==> src/rtl/asc_pkg.sv <==
// Shared constants and types for the overlapped serial ADC stream master.
// Assumes a 16-clock frame: command byte at positions 0..7, zeros at 8..15.
package asc_pkg;
    localparam int RES_W  = 12;
    localparam int BYTE_W = 8;

    // Frame positions whose behaviour other logic decodes.
    localparam logic [3:0] POS_CMD_LAST  = 4'd7;   // last command bit latched
    localparam logic [3:0] POS_BUSY      = 4'd8;   // converter shows busy
    localparam logic [3:0] POS_BIT_FIRST = 4'd9;   // result bit 11
    localparam logic [3:0] POS_BIT_LAST  = 4'd4;   // result bit 0 (next frame)
    localparam logic [3:0] POS_FRAME_END = 4'd15;

    typedef enum logic [1:0] {
        ASC_IDLE,
        ASC_STREAM,
        ASC_FLUSH
    } asc_state_e;
endpackage

==> src/rtl/asc_clkgen.sv <==
// Serial clock divider. While enabled, dclk toggles every `half` system
// clocks, starting low. rise_p/fall_p flag the system edge on which dclk
// goes high/low. Assumes half >= 1 and that half is held stable while enabled.
module asc_clkgen #(
    parameter int HDIV_W = 8
) (
    input  logic              clk,
    input  logic              rst_n,
    input  logic              en,
    input  logic [HDIV_W-1:0] half,
    output logic              dclk,
    output logic              rise_p,
    output logic              fall_p
);
    localparam logic [HDIV_W-1:0] ONE = HDIV_W'(1);

    logic [HDIV_W-1:0] cnt;
    logic              wrap;

    // Phase end: the divider count has reached the half period.
    assign wrap   = en && (cnt == half - ONE);
    assign rise_p = wrap && !dclk;
    assign fall_p = wrap && dclk;

    // Divider count and serial clock level.
    always_ff @(posedge clk) begin
        if (!rst_n || !en) begin
            cnt  <= '0;
            dclk <= 1'b0;
        end else if (wrap) begin
            cnt  <= '0;
            dclk <= ~dclk;
        end else begin
            cnt  <= cnt + ONE;
        end
    end
endmodule

==> src/rtl/asc_rx.sv <==
// Result collector. It starts a conversion on conv_go, then shifts in dout on
// the dclk rises at frame positions 9..15 and 0..4 and presents the 12-bit
// word with a one-cycle strobe. It checks busy one rise after the command and
// times the conversion against a cycle limit. Assumes pos is the frame
// position of the current dclk rise.
module asc_rx
    import asc_pkg::*;
#(
    parameter int TMO_CYC = 320000
) (
    input  logic             clk,
    input  logic             rst_n,
    input  logic             clear,
    input  logic             rise_p,
    input  logic [3:0]       pos,
    input  logic             conv_go,
    input  logic             dout,
    input  logic             busy,
    output logic [RES_W-1:0] result,
    output logic             res_valid,
    output logic             err_busy,
    output logic             err_timeout
);
    localparam int              TMO_W   = $clog2(TMO_CYC + 1);
    localparam logic [TMO_W-1:0] TMO_LIM = TMO_W'(TMO_CYC - 1);

    logic             col;
    logic [RES_W-2:0] sh;
    logic [TMO_W-1:0] tcnt;
    logic             in_win;
    logic             take;
    logic             last;

    assign in_win = (pos >= POS_BIT_FIRST) || (pos <= POS_BIT_LAST);
    assign take   = rise_p && col && in_win;
    assign last   = take && (pos == POS_BIT_LAST);

    // Conversion tracking, bit shifting and result presentation.
    always_ff @(posedge clk) begin
        if (!rst_n) begin
            col       <= 1'b0;
            sh        <= '0;
            result    <= '0;
            res_valid <= 1'b0;
        end else begin
            res_valid <= 1'b0;
            if (clear) begin
                col <= 1'b0;
            end else if (conv_go) begin
                col <= 1'b1;
            end else if (last) begin
                col       <= 1'b0;
                result    <= {sh, dout};
                res_valid <= 1'b1;
            end
            if (take) begin
                sh <= {sh[RES_W-3:0], dout};
            end
        end
    end

    // Conversion age counter, saturating at the limit.
    always_ff @(posedge clk) begin
        if (!rst_n || !col || conv_go) begin
            tcnt <= '0;
        end else if (tcnt != TMO_LIM) begin
            tcnt <= tcnt + 1'b1;
        end
    end

    // Sticky error flags, cleared by an accepted start.
    always_ff @(posedge clk) begin
        if (!rst_n || clear) begin
            err_busy    <= 1'b0;
            err_timeout <= 1'b0;
        end else begin
            if (rise_p && col && (pos == POS_BUSY) && !busy) begin
                err_busy <= 1'b1;
            end
            if (col && (tcnt == TMO_LIM) && !last) begin
                err_timeout <= 1'b1;
            end
        end
    end
endmodule

==> src/rtl/adc_stream_master.sv <==
// Top of the overlapped serial ADC stream master. It sequences 16-clock
// frames: a command byte {1, ctrl_bits} on din, then eight zeros, while
// asc_rx collects the previous result. A stop ends the stream at the next
// frame boundary with one zero byte. Assumes start/stop are synchronous
// pulses and half_cycles fits the minimum half period.
module adc_stream_master
    import asc_pkg::*;
#(
    parameter int SYS_CLK_MHZ = 200,
    parameter int MIN_DCLK_NS = 200,
    parameter int TIMEOUT_US  = 1600,
    parameter int HDIV_W      = 8
) (
    input  logic              clk,
    input  logic              rst_n,
    input  logic              start,
    input  logic              stop,
    input  logic [6:0]        ctrl_bits,
    input  logic [HDIV_W-1:0] half_cycles,
    output logic [RES_W-1:0]  result,
    output logic              res_valid,
    output logic              err_busy,
    output logic              err_timeout,
    output logic              cs_n,
    output logic              dclk,
    output logic              din,
    input  logic              dout,
    input  logic              busy
);
    localparam int MIN_HALF = (MIN_DCLK_NS * SYS_CLK_MHZ + 999) / 1000;
    localparam int TMO_CYC  = TIMEOUT_US * SYS_CLK_MHZ;
    localparam logic [HDIV_W-1:0] MIN_H = HDIV_W'(MIN_HALF);

    asc_state_e        state;
    logic [3:0]        pos;
    logic [BYTE_W-1:0] txbyte;
    logic              s_q;
    logic              stop_l;
    logic [HDIV_W-1:0] half_q;
    logic [HDIV_W-1:0] eff_half;
    logic              go;
    logic              rise_p;
    logic              fall_p;
    logic              conv_go;

    assign eff_half = (half_cycles < MIN_H) ? MIN_H : half_cycles;
    assign go       = start && (state == ASC_IDLE);
    assign conv_go  = rise_p && (pos == POS_CMD_LAST) && s_q;

    // Frame sequencing, command shifting and chip select.
    always_ff @(posedge clk) begin
        if (!rst_n) begin
            state  <= ASC_IDLE;
            cs_n   <= 1'b1;
            din    <= 1'b0;
            pos    <= '0;
            txbyte <= '0;
            s_q    <= 1'b0;
            stop_l <= 1'b0;
            half_q <= MIN_H;
        end else if (go) begin
            state  <= ASC_STREAM;
            cs_n   <= 1'b0;
            pos    <= '0;
            txbyte <= {1'b1, ctrl_bits};
            din    <= 1'b1;
            s_q    <= 1'b1;
            stop_l <= 1'b0;
            half_q <= eff_half;
        end else if (state != ASC_IDLE) begin
            if (stop && state == ASC_STREAM) begin
                stop_l <= 1'b1;
            end
            if (fall_p) begin
                if (pos == POS_FRAME_END) begin
                    pos <= '0;
                    if (stop_l) begin
                        state  <= ASC_FLUSH;
                        txbyte <= '0;
                        din    <= 1'b0;
                        s_q    <= 1'b0;
                    end else begin
                        txbyte <= {1'b1, ctrl_bits};
                        din    <= 1'b1;
                        s_q    <= 1'b1;
                    end
                end else if (state == ASC_FLUSH && pos == POS_CMD_LAST) begin
                    state <= ASC_IDLE;
                    cs_n  <= 1'b1;
                    din   <= 1'b0;
                    pos   <= '0;
                end else begin
                    pos    <= pos + 4'd1;
                    din    <= txbyte[BYTE_W-2];
                    txbyte <= txbyte << 1;
                end
            end
        end
    end

    asc_clkgen #(
        .HDIV_W (HDIV_W)
    ) i_clkgen (
        .clk    (clk),
        .rst_n  (rst_n),
        .en     (state != ASC_IDLE),
        .half   (half_q),
        .dclk   (dclk),
        .rise_p (rise_p),
        .fall_p (fall_p)
    );

    asc_rx #(
        .TMO_CYC (TMO_CYC)
    ) i_rx (
        .clk         (clk),
        .rst_n       (rst_n),
        .clear       (go),
        .rise_p      (rise_p),
        .pos         (pos),
        .conv_go     (conv_go),
        .dout        (dout),
        .busy        (busy),
        .result      (result),
        .res_valid   (res_valid),
        .err_busy    (err_busy),
        .err_timeout (err_timeout)
    );
endmodule

==> config.mk <==
export PLATFORM = sky130hd
export DESIGN_NAME = adc_stream_master
export DESIGN_NICKNAME = d
export VERILOG_FILES = /design/src/rtl/asc_pkg.sv /design/src/rtl/asc_clkgen.sv /design/src/rtl/asc_rx.sv /design/src/rtl/adc_stream_master.sv
export SDC_FILE = /design/constraint.sdc
export NUM_CORES = 1
export LEC_CHECK = 0
export ABC_CLOCK_PERIOD_IN_PS = 3200
export CORE_ASPECT_RATIO = 1.4
export CORE_MARGIN = 4
export CORE_UTILIZATION = 52
export DETAILED_ROUTE_END_ITERATION = 12
export DONT_BUFFER_PORTS = 1
export HOLD_SLACK_MARGIN = 0.02
export PLACE_DENSITY = 0.72
export SLEW_MARGIN = 20
export SYNTH_ARGS = -nofsm -noshare
export SYNTH_HDL_FRONTEND = slang
export SYNTH_SLANG_ARGS = --single-unit
==> constraint.sdc <==
create_clock -name clk -period 3.2 [get_ports clk]
set_input_delay 0.64 -clock clk [delete_from_list [all_inputs] [get_ports clk]]
set_output_delay 0.64 -clock clk [all_outputs]
set_load 0.03 [all_outputs]
## Word level (Yosys, flattened, before mapping)

Index checks and enable logic that the tools add are counted.

- Input bits: 21
- Memories kept: 0
- Latch bits: 0
- Word-level logic and storage cells: 122
- Register bits after elaboration: 80
- Bits in writable memories: 0
- Memory bits (read-only): 0
- Output and inout port bits: 18

- Reductions and logical operators: 47
- $add $sub $neg: 4
- Muxes and demuxes: 33
- Equality and inequality tests: 13
- Divide/modulo/power cells: 0
- Bitwise gates (word level): 4
- Shift operators: 0
- $mul: 0
- $lt $le $gt $ge: 3

Operator list:

| cell | number |
|---|---|
| $mux W7 | 6 |
| $mux W1 | 21 |
| $add A19 B1 Y19 const B | 1 |
| $eq A19 B19 Y1 const B | 1 |
| $ne A19 B19 Y1 const B | 1 |
| $logic_and A1 B1 Y1 | 15 |
| $reduce_bool A2 Y1 | 7 |
| $reduce_and A4 Y1 | 3 |
| $reduce_and A3 Y1 | 3 |
| $add A8 B1 Y8 const B | 1 |
| $eq A4 B3 Y1 const B | 2 |
| $eq A4 B4 Y1 const B | 2 |
| $eq A8 B8 Y1 | 1 |
| $lt A8 B6 Y1 const B | 1 |
| $mux W4 | 2 |
| $mux W8 | 1 |
| $sub A8 B1 Y8 const B | 1 |
| $logic_not A1 Y1 | 6 |
| $mux W2 | 3 |
| $ne A3 B2 Y1 const B | 2 |
| $reduce_and A2 Y1 | 3 |
| $logic_or A1 B1 Y1 | 5 |
| $add A4 B1 Y4 const B | 1 |
| $ge A4 B4 Y1 const B | 1 |
| other kinds (10) | 14 |

## Depth between registers and ports, before layout

- Depth after elaboration: 9
- Gate-level depth with buffers: 12
- Mapped depth without buffers: 9

## By module

A second synthesis with hierarchy kept.

- Cells, all modules: 404
- Area total of the unflattened synthesis: 3,714.8 um^2

Modules (own cells, without submodules):

| module | times used | area an instance (um^2) | cells an instance |
|---|---|---|---|
| asc_rx | 1 | 1,978.1 | 211 |
| adc_stream_master | 1 | 1,111.1 | 119 |
| asc_clkgen | 1 | 625.6 | 74 |

## Worst setup path before layout

Ideal clock, no wire load.

- Kind: flip-flop to flip-flop
- From: register half_q[0]
- To: register i_rx.result[10]
- Arrival: 2,471 ps
- Setup slack: 609 ps
- Stages on the path, launching flop included: 13
- Cells stage by stage: dfxtp_1 inv_1 ha_1 clkbuf_2 o21ba_1 a221oi_1 a41oi_1 nor3_2 o21ai_2 or4b_1 buf_2 buf_6 mux2i_1

- Word-level cells in the longest chain between the ends: 8
- Elaborated cells on any way between the ends: 11
- Classes of those cells: add/sub: 1; eq/ne: 1; bitwise: 1; reduce/logical: 8

RTL lines:

| element | line | RTL |
|---|---|---|
| start: declaration | adc_stream_master.sv:39 | `logic [HDIV_W-1:0] half_q;` |
| start signal: assignment | adc_stream_master.sv:69 | `half_q <= eff_half;` |
| $sub A8 B1 Y8 (*) | asc_clkgen.sv:21 | `assign wrap = en && (cnt == half - ONE);` |
| $eq A8 B8 Y1 (*) | asc_clkgen.sv:21 |  |
| $logic_and A1 B1 Y1 (*) | asc_clkgen.sv:21 |  |
| $logic_and A1 B1 Y1 (*) | asc_clkgen.sv:22 | `assign rise_p = wrap && !dclk;` |
| $logic_and A1 B1 Y1 (on tied branches) (2 in series) | asc_rx.sv:35, adc_stream_master.sv:48 |  |
| $logic_and A1 B1 Y1 / $not A1 Y1 (equally long branches) | -- |  |
| $reduce_and A3 Y1 (no source line) (*) | -- |  |
| end signal: assignment | asc_rx.sv:53 | `result <= {sh, dout};` |
| end: declaration | asc_rx.sv:19 | `output logic [RES_W-1:0] result,` |

Mark *: on every way between the ends. The rest lies on a longest branch, timed or not.
A chain may end at the register's enable or synchronous reset.

## Worst setup path after layout

- From: register half_q[0]
- To: register i_rx.result[7]

The elaborated chain is that of the path after synthesis.

==> impl_metrics.csv <==
group,metric,value,unit
worst_setup_path,setup.worst_path.end,"i_rx.result[7]",
sta,worst_slew_pin_slew,0.676,ns
clock_network,cts-root-buf,"clkbuf_8",
floorplanning,die_h,106,um
placed_design,io_buffer_count,0,
global_routing,grt_use_total,18.7,%
sta,hold_viol,0,
routing,drt_first_pass_iters,4,
power,p_leak,1.44,nW
global_routing,grt_max_degree,53,
global_routing,grt_pass1_wl,12.4,mm
routing,routed_wl,7.17,mm
worst_setup_path,end_kind,"flip-flop",
synthesis,synthMuxAreaShare,9.54,%
synthesis,syn-cell-area,0.00358,sq mm
sta,tns,0,ns
final_layout,finalNetCount,430,
sta,setup_viol,0,
synthesis,synth_seq_area_share,44.7,%
routing,drt_iter0_drc,126,
routing,dr_wl_met2,3.54,mm
sta,fmax,347,MHz
final_layout,synthToLayoutAreaGrowth,6.67,%
outcome,status,"complete, no violations",
clock_network,clk_latency,0.36,ns
routing,vias,2738,
final_layout,finalNonFillerCells,500,
clock_network,htree_levels,3,
floorplanning,num_io_pins,39,
placed_design,place_hpwl,5.10,mm
synthesis,synth_xor_area_share,7.09,%
synthesis,synth_edf_count,0,
job,max-cap-violations,0,
routing,routed.top_layer,"met4",
clock_network,post_cts_resized,0,
clock_network,cts_tree,"built",
synthesis,syn_avg_cell_area,8.84,sq um
worst_setup_path,r2r_slack,0.32,ns
final_layout,seq_area,0.00160,sq mm
power,ir_drop,0.237,mV
worst_setup_path,critPathRequiredTime,3.41,ns
clock_network,cts-buffers-inserted,9,
power,power_density,467,mW/mm^2
worst_setup_path,worstPathMaxFanout,12,
placed_design,gp_congestion,0.802,
worst_setup_path,cp-startpoint,"half_q[0]",
floorplanning,placementRows,35,
synthesis,yosysTopAreaCell,"dfxtp_1",
floorplanning,start_util,53.8,%
worst_setup_path,r2r-start,"half_q[0]",
worst_setup_path,worst_setup_path_start_kind,"flip-flop",
clock_network,holdBufCountCts,0,
routing,drcViolationCount,0,
sta,fin_skew,0.0109,ns
worst_setup_path,crit_type,"flip-flop to flip-flop",
clock_network,cts_sinks,80,
synthesis,synth_cell_types,53,
synthesis,async_flop_share,0,%
routing,routed_via_density,5.48,
synthesis,synthAdderAreaFrac,2.10,%
placed_design,place_inst,484,
worst_hold_path,hold_class,"input pin to flip-flop",
clock_network,post_cts.repair.setup_buffers,0,
final_layout,diodes,0,
synthesis,synth_compound_area_share,10.8,%
routing,wl_met1,3.11,mm
synthesis,yosys.area_share.simple,22.5,%
sta,max_slew_margin,54.9,%
clock_network,cts.path.max_buffers,2,
worst_setup_path,r2r_end,"i_rx.result[7]",
synthesis,synth_top_area_share,44.7,%
worst_setup_path,reg2reg_depth,9,
floorplanning,dieArea,0.00830,sq mm
global_routing,antenna_found_initial,0,
synthesis,synth.net_count,432,
sta,layout_min_cycle_time,2.88,ns
routing,postRouteAntennaNets,0,
power,fin_total_pwr,1.78,mW
synthesis,ys_seq_elements,80,
synthesis,synth_top_family_by_area,"simple AND/OR/NAND/NOR gates",
floorplanning,die_w,78.1,um
sta,slew_violations,0,
global_routing,overflow,0,
final_layout,layout-drive-gt1-share,5.15,%
final_layout,multiInputGateArea,0.00187,sq mm
synthesis,ys_top_cells_by_count,"80 x dfxtp_1, 65 x nand2_1, 41 x nor2_1",
sta,rsz0062_at_grt,"false",
worst_setup_path,critical_path_arrival,3.09,ns
floorplanning,coreArea,0.00666,sq mm
sta,period_share,90.1,%
clock_network,cts.clk_slew.worst_paths,0.09,ns
synthesis,synthFlopType,"dfxtp_1",
final_layout,final_core_util,57.4,%
final_layout,fillerInstances,618,
synthesis,netlist_instances,405,
synthesis,synth.most_common_cell,"dfxtp_1",
synthesis,yosysWarningCount,0,
synthesis,synthTopCellsByArea,"dfxtp_1 45%, mux2i_1 9.2%, nand2_1 6.8%",
routing,routedWlPerCell,14.3,um
routing,wl_met3,349,um
global_routing,grt_pass1_vias,2706,
==> cell usage in the layout, fill, tap and decap left out, types with 8 or more instances in the layout <==
cell      instances
a21oi_1          12
a22o_1            8
and3_1            8
clkbuf_8         10
dfxtp_1          80
inv_1            11
mux2i_1          33
nand2_1          65
nand3_1          21
nor2_1           41
o21ai_0          16
xnor2_1          16
xor2_1           13
==> layout make-up <==
class,count,area share [%]
clock buffer,12,3.80
clock inverter,4,0.786
sequential,80,41.9
timing repair buffer,3,0.589
inverter,11,1.08
multi-input combinational,298,48.8
tap,92,3.01
==> state kept, by name (all words and copies together) (netlist names), 2 cells and up <==
| register | count |
|---|---|
| state | 2 |
| half_q | 8 |
| i_clkgen.cnt | 8 |
| i_rx.sh | 11 |
| pos | 4 |
| i_rx.tcnt | 19 |
| txbyte | 7 |
| i_rx.result | 12 |
==> cell families after synthesis <==
kind of cell | after synthesis
xor gates and xnor gates | 29
DFF | 80
muxes | 34
buffers and inverters | 27
adders and majority gates | 6
AOI/OAI and AO/OA | 58
and+or+nand+nor | 171
==> stage by stage <==
step | setup WS (ns) | hold slack [ns] | area, sq um
finish | 0.317 | 0.372 | 3820
global route | 0.155 | 0.376 | 3820
CTS | 0.300 | 0.359 | 3820
detailed placement | 0.331 | 0.447 | 3650
global placement | 0.440 | 0.436 | 3650
floorplan | 0.609 | 0.428 | 3580
==> critical path, stage by stage (launching register included) <==
cell	delay (ns)
dfxtp_1	0.41
inv_1	0.08
ha_1	0.30
o21ba_1	0.21
a221oi_1	0.27
a41oi_1	0.09
nor3_2	0.20
o21ai_2	0.09
or4b_1	0.87
mux2i_1	0.22
==> metal layers <==
| layer | track usage, % | vias up |
|---|---|---|
| li1 | - | 1401 |
| met3 | 5.17 | 17 |
| met4 | 9.00 | 0 |
| met5 | 0 | - |
| met2 | 31.7 | 41 |
| met1 | 21.5 | 1279 |
==> power breakdown <==
group          switching (mW)  leakage (nW)  total, mW  internal, mW
clock network           0.361        0.0748      0.665         0.303
registers              0.0189         0.647       1.03          1.01
logic                  0.0504         0.717     0.0885        0.0381
total                   0.431          1.44       1.78          1.35
==> worst min path at each step <==
stage,from,end,depth (start not counted)
after floorplan,stop_l,state[0],1
final,rst_n,half_q[5],1
after detailed placement,stop_l,state[0],1
after global placement,stop_l,state[0],1
after global routing,rst_n,half_q[5],1
after CTS,rst_n,half_q[5],1
(Power assumes the default switching activity.)
